$ cat src/rtl/pllsyn_pkg.sv
package pllsyn_pkg;

   typedef enum logic [1:0] {
      REF_RATIO_A   = 2'b00,
      REF_RATIO_B   = 2'b01,
      REF_RATIO_C   = 2'b10,
      REF_RATIO_RSV = 2'b11
   } ref_sel_e;

   typedef enum logic {
      TVIEW_REF = 1'b0,
      TVIEW_FB  = 1'b1
   } test_view_e;

endpackage

$ cat src/rtl/pllsyn_fb_div.sv
module pllsyn_fb_div #(
   parameter int DIV_W = 15
) (
   input  logic             clk,
   input  logic             rst_n,
   input  logic             ce,
   input  logic [DIV_W-1:0] ratio,
   output logic             evt
);

   logic [DIV_W-1:0] cnt_q;
   logic             term;

   if (DIV_W < 2) begin : g_chk_w
      $error("pllsyn_fb_div: DIV_W too small");
   end

   assign term = ce && (cnt_q == '0);

   // ratio is sampled only on the terminal count, so a rewrite never shortens a period
   always_ff @(posedge clk) begin
      if (!rst_n) begin
         cnt_q <= '0;
         evt   <= 1'b0;
      end else begin
         evt <= term;
         if (ce) begin
            cnt_q <= term ? (ratio - 1'b1) : (cnt_q - 1'b1);
         end
      end
   end

endmodule

$ cat src/rtl/pllsyn_ref_div.sv
module pllsyn_ref_div
   import pllsyn_pkg::*;
#(
   parameter int RATIO_A = 512,
   parameter int RATIO_B = 640,
   parameter int RATIO_C = 1024
) (
   input  logic       clk,
   input  logic       rst_n,
   input  logic       ce,
   input  logic [1:0] sel,
   output logic       evt
);

   localparam int RMAX_AB = (RATIO_A > RATIO_B) ? RATIO_A : RATIO_B;
   localparam int RMAX    = (RMAX_AB > RATIO_C) ? RMAX_AB : RATIO_C;
   localparam int CNT_W   = $clog2(RMAX);

   if (RATIO_A < 2 || RATIO_B < 2 || RATIO_C < 2) begin : g_chk_r
      $error("pllsyn_ref_div: ratios must be at least 2");
   end

   logic [CNT_W-1:0] cnt_q;
   logic [CNT_W-1:0] reload;
   logic             term;

   always_comb begin
      unique case (ref_sel_e'(sel))
         REF_RATIO_A: reload = CNT_W'(RATIO_A - 1);
         REF_RATIO_B: reload = CNT_W'(RATIO_B - 1);
         default:     reload = CNT_W'(RATIO_C - 1);
      endcase
   end

   assign term = ce && (cnt_q == '0);

   always_ff @(posedge clk) begin
      if (!rst_n) begin
         cnt_q <= '0;
         evt   <= 1'b0;
      end else begin
         evt <= term;
         if (ce) begin
            cnt_q <= term ? reload : (cnt_q - 1'b1);
         end
      end
   end

endmodule

$ cat src/rtl/pllsyn_pfd.sv
module pllsyn_pfd (
   input  logic clk,
   input  logic rst_n,
   input  logic ref_evt,
   input  logic fb_evt,
   output logic up,
   output logic dn
);

   // both outputs are held together for one cycle before release: no dead zone
   always_ff @(posedge clk) begin
      if (!rst_n) begin
         up <= 1'b0;
         dn <= 1'b0;
      end else if (up && dn) begin
         up <= ref_evt;
         dn <= fb_evt;
      end else begin
         up <= up | ref_evt;
         dn <= dn | fb_evt;
      end
   end

endmodule

$ cat src/rtl/pllsyn_lock_det.sv
module pllsyn_lock_det #(
   parameter int WIN_W    = 6,
   parameter int LOCK_CNT = 4
) (
   input  logic             clk,
   input  logic             rst_n,
   input  logic             up,
   input  logic             dn,
   input  logic [WIN_W-1:0] win,
   output logic             locked
);

   localparam int CW = WIN_W + 1;
   localparam int GW = $clog2(LOCK_CNT + 1);

   if (WIN_W < 1 || LOCK_CNT < 1) begin : g_chk_p
      $error("pllsyn_lock_det: bad parameters");
   end

   logic [CW-1:0] run_q, run_n;
   logic [GW-1:0] good_q, good_n;
   logic          bad_q;
   logic          active;

   assign active = up | dn;
   assign run_n  = (&run_q) ? run_q : run_q + 1'b1;
   assign good_n = (good_q == GW'(LOCK_CNT)) ? good_q : good_q + 1'b1;

   always_ff @(posedge clk) begin
      if (!rst_n) begin
         run_q  <= '0;
         good_q <= '0;
         bad_q  <= 1'b0;
         locked <= 1'b0;
      end else if (active) begin
         run_q <= run_n;
         if (run_n >= {1'b0, win}) begin
            bad_q  <= 1'b1;
            good_q <= '0;
            locked <= 1'b0;
         end
      end else if (run_q != '0) begin
         // first idle cycle after a pulse closes one comparison
         run_q <= '0;
         bad_q <= 1'b0;
         if (!bad_q) begin
            good_q <= good_n;
            if (good_n == GW'(LOCK_CNT)) begin
               locked <= 1'b1;
            end
         end
      end
   end

endmodule

$ cat src/rtl/pllsyn_core.sv
module pllsyn_core #(
   parameter int DIV_W     = 15,
   parameter int WIN_W     = 6,
   parameter int LOCK_CNT  = 4,
   parameter int RATIO_A   = 512,
   parameter int RATIO_B   = 640,
   parameter int RATIO_C   = 1024,
   parameter bit TEST_PORT = 1'b1
) (
   input  logic             clk,
   input  logic             rst_n,
   input  logic             vco_ce,
   input  logic             xtal_ce,
   input  logic [DIV_W-1:0] div_word,
   input  logic [1:0]       ref_sel,
   input  logic [WIN_W-1:0] lock_win,
   input  logic             test_en,
   input  logic             test_sel,
   output logic             pump_up,
   output logic             pump_dn,
   output logic             locked,
   output logic             test_out
);

   logic fb_evt;
   logic ref_evt;

   pllsyn_fb_div #(.DIV_W(DIV_W)) u_fb_div (
      .clk   (clk),
      .rst_n (rst_n),
      .ce    (vco_ce),
      .ratio (div_word),
      .evt   (fb_evt)
   );

   pllsyn_ref_div #(
      .RATIO_A (RATIO_A),
      .RATIO_B (RATIO_B),
      .RATIO_C (RATIO_C)
   ) u_ref_div (
      .clk   (clk),
      .rst_n (rst_n),
      .ce    (xtal_ce),
      .sel   (ref_sel),
      .evt   (ref_evt)
   );

   pllsyn_pfd u_pfd (
      .clk     (clk),
      .rst_n   (rst_n),
      .ref_evt (ref_evt),
      .fb_evt  (fb_evt),
      .up      (pump_up),
      .dn      (pump_dn)
   );

   pllsyn_lock_det #(
      .WIN_W    (WIN_W),
      .LOCK_CNT (LOCK_CNT)
   ) u_lock (
      .clk    (clk),
      .rst_n  (rst_n),
      .up     (pump_up),
      .dn     (pump_dn),
      .win    (lock_win),
      .locked (locked)
   );

   if (TEST_PORT) begin : g_test
      logic fb_half_q;
      logic test_q;
      always_ff @(posedge clk) begin
         if (!rst_n) begin
            fb_half_q <= 1'b0;
            test_q    <= 1'b0;
         end else begin
            fb_half_q <= fb_half_q ^ fb_evt;
            if (!test_en) begin
               test_q <= 1'b0;
            end else if (pllsyn_pkg::test_view_e'(test_sel) == pllsyn_pkg::TVIEW_FB) begin
               test_q <= fb_half_q;
            end else begin
               test_q <= ref_evt;
            end
         end
      end
      assign test_out = test_q;
   end else begin : g_no_test
      assign test_out = 1'b0;
   end

endmodule

$ cat config.mk
export PLATFORM = sky130hd
export DESIGN_NAME = pllsyn_core
export DESIGN_NICKNAME = d
export VERILOG_FILES = /design/src/rtl/pllsyn_pkg.sv /design/src/rtl/pllsyn_fb_div.sv /design/src/rtl/pllsyn_ref_div.sv /design/src/rtl/pllsyn_pfd.sv /design/src/rtl/pllsyn_lock_det.sv /design/src/rtl/pllsyn_core.sv
export SDC_FILE = /design/constraint.sdc
export NUM_CORES = 1
export LEC_CHECK = 0
export BUFFER_PORTS_ARGS = -buffer_cell sky130_fd_sc_hd__buf_2
export CORE_MARGIN = 2
export CORE_UTILIZATION = 60
export CTS_BUF_LIST = sky130_fd_sc_hd__clkbuf_8
export CTS_CLUSTER_DIAMETER = 120
export DETAILED_ROUTE_END_ITERATION = 12
export PLACE_DENSITY = 0.84
export SLEW_MARGIN = 20
export SYNTH_ARGS = -nofsm -noshare
export SYNTH_HDL_FRONTEND = slang
export SYNTH_SLANG_ARGS = --single-unit
export TNS_END_PERCENT = 10
$ cat constraint.sdc
create_clock -name clk -period 3.75 [get_ports clk]
set_input_delay 0.1875 -clock clk [delete_from_list [all_inputs] [get_ports clk]]
set_output_delay 0.1875 -clock clk [all_outputs]
set_load 0.005 [all_outputs]
# Yosys cells after proc, flatten, opt, wreduce, memory -nomap -nowiden
# Index checks and enable logic that the tools add are counted.
[op_classes] eq_ne=5 order_cmp=1 bitwise=4 mux=22 n_reduce_logical=14 n_addsub=5
[op_table] cell="subtractor 15 x 1 -> 15 bit, second input constant" n=2
[op_table] cell="two-way mux 7 bit" n=3
[op_table] cell="case mux 10 bit (2 select lines)" n=1
[op_table] cell="zero test 15 bit" n=1
[op_table] cell="two-way mux 15 bit" n=1
[op_table] cell="two-way mux 3 bit" n=5
[op_table] cell="two-way mux 1 bit" n=11
[op_table] cell="zero test 10 bit" n=1
[op_table] cell="two-way mux 10 bit" n=1
[op_table] cell="subtractor 10 x 1 -> 10 bit, second input constant" n=1
[op_table] cell="adder 7 x 1 -> 7 bit, second input constant" n=1
[op_table] cell="greater-or-equal comparator 7 x 6 -> 1 bit" n=1
[op_table] cell="AND reduction 7 bit" n=1
[op_table] cell="nonzero test 7 bit" n=1
[op_table] cell="equality test 3 bit, second input constant" n=2
[op_table] cell="!= test 2 bit, second input constant" n=2
[op_table] cell="AND reduction 2 bit" n=2
[op_table] cell="AND reduction 4 bit" n=1
[op_table] cell="nonzero test 2 bit" n=2
[op_table] cell="adder 3 x 1 -> 3 bit, second input constant" n=1
[op_table] cell="logical AND 1 bit" n=3
[op_table] cell="bitwise OR 1 bit" n=3
[op_table] cell="AND reduction 3 bit" n=1
[op_table] cell="equality test 2 x 1 -> 1 bit, second input constant" n=1
[op_table] cell="other kinds (2)" n=2
[totals] word_cells=63 ff_bits=43 output_inout_bits=4 inputBits=29

# Depth between registers and ports, before layout
[depth] word_depth=7 mapped_depth=13 ltp_nobuf=12

# Hierarchy
# A second synthesis with hierarchy kept.
[unflattened] hier_cells=350 hier_area_um2=2881.5
[by_module_without_submodules] mod="pllsyn_fb_div" cells_per_inst=166 instances=1 area_each_um2=1275.0 seq_area_each_um2=320.3
[by_module_without_submodules] mod="pllsyn_lock_det" cells_per_inst=109 instances=1 area_each_um2=905.9 seq_area_each_um2=240.2
[by_module_without_submodules] mod="pllsyn_ref_div" cells_per_inst=62 instances=1 area_each_um2=560.5 seq_area_each_um2=220.2
[by_module_without_submodules] mod="pllsyn_core" cells_per_inst=7 instances=1 area_each_um2=72.6 seq_area_each_um2=40.0
[by_module_without_submodules] mod="pllsyn_pfd" cells_per_inst=6 instances=1 area_each_um2=67.6 seq_area_each_um2=40.0

# Worst setup path after synthesis
# OpenSTA, ideal clock, no wires.
[synth_timing] kind="register to register" start="reg u_fb_div.cnt_q[9]" end="reg u_fb_div.cnt_q[14]" path_buffers=2 period_less_slack_ns=3.140 slack_ns=0.610 path_stages_with_launch=13 setup_ns=0.070 arrival_ns=3.070 required_ns=3.680 path_cell_list="dfxtp_1 or4_1 clkbuf_1 nor3_1 nor3b_2 clkbuf_1 a21oi_1 ha_1 nand2b_1 a2111o_1 or3_4 or4_1 a21oi_1"
[synth_via] elab_chain_len=3 elab_cells_between_ends=4 classes_between="add/sub: 1; mux: 1; reduce/logical: 2"
[synth_rtl] element="from (decl)" line_no="pllsyn_fb_div.sv:11" source="logic [DIV_W-1:0] cnt_q;"
[synth_rtl] element="from (signal assigned)" line_no="pllsyn_fb_div.sv:28" source="cnt_q <= term ? (ratio - 1'b1) : (cnt_q - 1'b1);"
[synth_rtl] element="branches (longest 2 deep; another with subtractor 15 x 1 -> 15 bit)"
[synth_rtl] element="two-way mux 15 bit *" line_no="pllsyn_fb_div.sv:28"
# Every way passes the cells marked *.
# A chain may end at the register's enable or synchronous reset.

# Worst setup path in the final report
[layout_timing] start="reg u_fb_div.cnt_q[8]" end="reg u_fb_div.cnt_q[14]"
# Same word-level chain as after synthesis.

==> impl_metrics.csv <==
group,metric,value,unit
worst_setup_path,worst-endpoint-required,3.98,ns
yosys,synth_compound_area_frac,0.2393,
drt,wl,5.934,mm
clock_tree,cts_buffers,5,
sta,fmax,323.5,MHz
worst_setup_path,cp.arrival,3.32,ns
grt,grt_usage,0.2497,
yosys,synth.ff_latch_count,43,
grt,grt_max_degree,26,
sta,finalSetupTns,0,ns
drt,wl_per_cell,14.58,um
sta,finalHoldViolations,0,
place,dp_hpwl,4.385,mm
outcome,outcome,"finished clean",
power,peakVddDrop,0.4241,mV
yosys,synth_top_family_by_area,"simple AND/OR/NAND/NOR gates",
die,rows,23,
worst_setup_path,end_kind,"flop",
place,port_buffers,32,
cells_and_area,fill_cells,355,
yosys,synth.cell_area,2604,um^2
die,fp.coreArea,4086,um^2
clock_tree,cts-hold-fix-buffers,0,
drt,drt_first_pass_iters,4,
yosys,ys_seq_area_frac,0.3306,
worst_setup_path,r2r_cells,10,
drt,ant_nets,0,
die,ioPinCount,33,
clock_tree,cts_tree,"done",
cells_and_area,drive_gt1_frac,0.1513,
sta,fin_crit_sh,0.8244,
yosys,synthXorXnorAreaFrac,0.04037,
drt,drcViolationCount,0,
die,die-area,4883,um^2
worst_setup_path,r2r_start,"u_fb_div.cnt_q[8]",
cells_and_area,syn_to_final_growth,10.62,%
clock_tree,post_cts_buffers,0,
drt,dr.first_iter.drc_count,167,
sta,setup_viol,0,
clock_tree,cts.sinks,43,
yosys,synthSimpleGateAreaFrac,0.2696,
power,p_leak,0.001194,uW
drt,num_vias,2499,
worst_setup_path,critPathMaxStageDelay,0.48,ns
yosys,muxShareOfSynthArea,0.01153,
power,powerDensity,657.6,nW/um^2
sta,finalMaxSlewViolations,0,
grt,overflow,0,
clock_tree,clk_path_buf_depth,2,
worst_setup_path,reg2reg_slack,0.66,ns
clock_tree,cts-resized-gates,0,
worst_setup_path,crit_fanout,9,
clock_tree,path_clk_slew,0.08,ns
die,fp.dieH,69.88,um
flow_run,cap_violations,0,
worst_setup_path,critical_path.cell_chain,"or4_1 > nor3_1 > nor3b_2 > a21oi_1 > ha_1 > nand2b_1 > a2111o_1 > or3_4 > or4_1 > a21oi_1",
sta,fin_crit,3.092,ns
yosys,yosys.area_share.adder,0.05766,
sta,rsz0062_at_grt,"no",
yosys,ys_types,53,
worst_hold_path,hp-class,"primary input to flop",
worst_setup_path,r2r_end,"u_fb_div.cnt_q[14]",
sta,relSlewSlack,0.5199,
grt,grt_pass1_wl,10.16,mm
sta,skew,0.002706,ns
cells_and_area,fin_nets,398,
yosys,yosysWarnings,0,
yosys,syn_area_per_cell,7.890,um^2
place,placed_cells,400,
worst_setup_path,slowest_stage,"or4_1",
sta,tightest_slew,0.7019,ns
worst_setup_path,path_class,"flop to flop",
clock_tree,cts_max_level,2,
grt,grt_pass1_vias,2319,
cells_and_area,fin_cells,407,
worst_setup_path,worstSetupStartpointType,"flop",
die,dieWidth,69.88,um
worst_setup_path,critical_path.endpoint,"u_fb_div.cnt_q[14]",
yosys,synth_ff_type,"dfxtp_1",
yosys,synth_edf_count,0,
clock_tree,cts-root-buf,"clkbuf_8",
yosys,syn-num-nets,371,
place,globalplace.congestion,0.8858,
yosys,syn-instance-count,330,
cells_and_area,diodes,0,
grt,antenna_found_initial,0,
drt,vias_per_cell,6.140,
worst_setup_path,crit_start,"u_fb_div.cnt_q[8]",
yosys,async_flop_share,0,
die,start_util,0.6372,
clock_tree,clock_latency,0.29,ns
## final cells by class
class / count / area (um^2) / area share
timing repair buffer: 35 / 182.7 / 0.06342
inverter: 20 / 75.07 / 0.02606
multi-input combinational: 252 / 1617 / 0.5613
sequential: 43 / 860.8 / 0.2989
clock inverter: 2 / 13.76 / 0.004778
clock buffer: 5 / 68.82 / 0.02389
tap: 50 / 62.56 / 0.02172
## registers in the layout, summed over array words and instances (netlist names)
name and flops:
g_test.fb_half_q 1, test_out 1, u_fb_div.cnt_q 15, u_fb_div.evt 1
u_lock.bad_q 1, u_lock.good_q 3, u_lock.locked 1, u_lock.run_q 7
u_pfd.dn 1, u_pfd.up 1, u_ref_div.cnt_q 10, u_ref_div.evt 1
## stage by stage
step	utilization	hold WS [ns]	power [uW]	cell area [um^2]	worst slack, ns
after floorplan	-	0.3067	1399	2604	0.6097
after global placement	0.6831	0.4275	1568	2791	0.8159
after detailed placement	0.6831	0.4315	1599	2791	0.7194
after CTS	0.7033	0.1174	1884	2874	0.6865
after global routing	0.7048	0.1453	2056	2880	0.3945
final	0.7048	0.1176	1894	2880	0.6584
## worst max-delay path: cells and delay by family, from the launching register on
kind,cells,cell delay [ns]
flip-flops,1,0.43
adder cells (fa/ha/maj),1,0.21
AND/OR/NAND/NOR,6,1.59
AO/OA/AOI/OAI,3,0.79
## Yosys cell counts (6+ instances only)
| master | instances | share of area |
|---|---|---|
| nor3_1 | 13 | 0.025 |
| ha_1 | 12 | 0.058 |
| xor2_1 | 7 | 0.024 |
| dfxtp_1 | 43 | 0.33 |
| a21oi_1 | 29 | 0.056 |
| nor4_1 | 9 | 0.022 |
| a31oi_1 | 10 | 0.024 |
| o21a_1 | 6 | 0.017 |
| nor2b_1 | 6 | 0.014 |
| o21ai_0 | 18 | 0.035 |
| nand3_1 | 10 | 0.019 |
| nor2_1 | 32 | 0.046 |
| nand2b_1 | 6 | 0.014 |
| nand2_1 | 14 | 0.020 |
| inv_1 | 19 | 0.027 |
| clkbuf_1 | 13 | 0.019 |
## routing by layer
metal  global-route usage  part of all wire  vias up
met1               0.3190              0.45     1143
met5                    0                 0        -
met4              0.08761             0.014        0
met2               0.4190              0.48       72
li1                     -                 -     1273
met3              0.04906             0.055       11
## worst min path at each step
stage                  from       end  slack, ns  depth (start not counted)
global route        test_en  test_out       0.15                          3
detailed placement  test_en  test_out       0.43                          3
finish              test_en  test_out       0.12                          3
floorplan           test_en  test_out       0.31                          2
CTS                 test_en  test_out       0.12                          3
global placement    test_en  test_out       0.43                          3
## power by group
group	internal (uW)	switching, uW	leakage, uW
combinational	393	524	0.000799
clock	127	154	0.0000440
sequential	571	126	0.000351
## layout by cell type (no fill, tap or decap), types with 4 or more instances in the layout
cell	instances
a211oi_1	5
buf_2	32
nand2b_1	6
ha_1	12
xnor2_1	5
and3_1	5
o21a_1	6
nand2_1	14
a21oi_1	29
a31oi_1	10
nand4_1	4
nor2b_1	6
a21o_1	5
or4_1	5
nor2_1	32
inv_1	19
o21ai_0	18
xor2_1	7
nor3_1	13
nand3_1	10
nor4_1	8
or3_1	5
clkbuf_8	5
dfxtp_1	43
## logic make-up (layout without fill, tap and decap cells)
| kind of cell | Yosys count | after routing |
|---|---|---|
| XOR/XNOR | 12 | 12 |
| AND/OR/NAND/NOR | 128 | 128 |
| multiplexers | 3 | 3 |
| flip-flops | 43 | 43 |
| buffers and inverters | 35 | 62 |
| adder cells (fa/ha/maj) | 12 | 12 |
| AO/OA/AOI/OAI | 97 | 97 |
No activity file was read; power rests on OpenSTA's default activity.
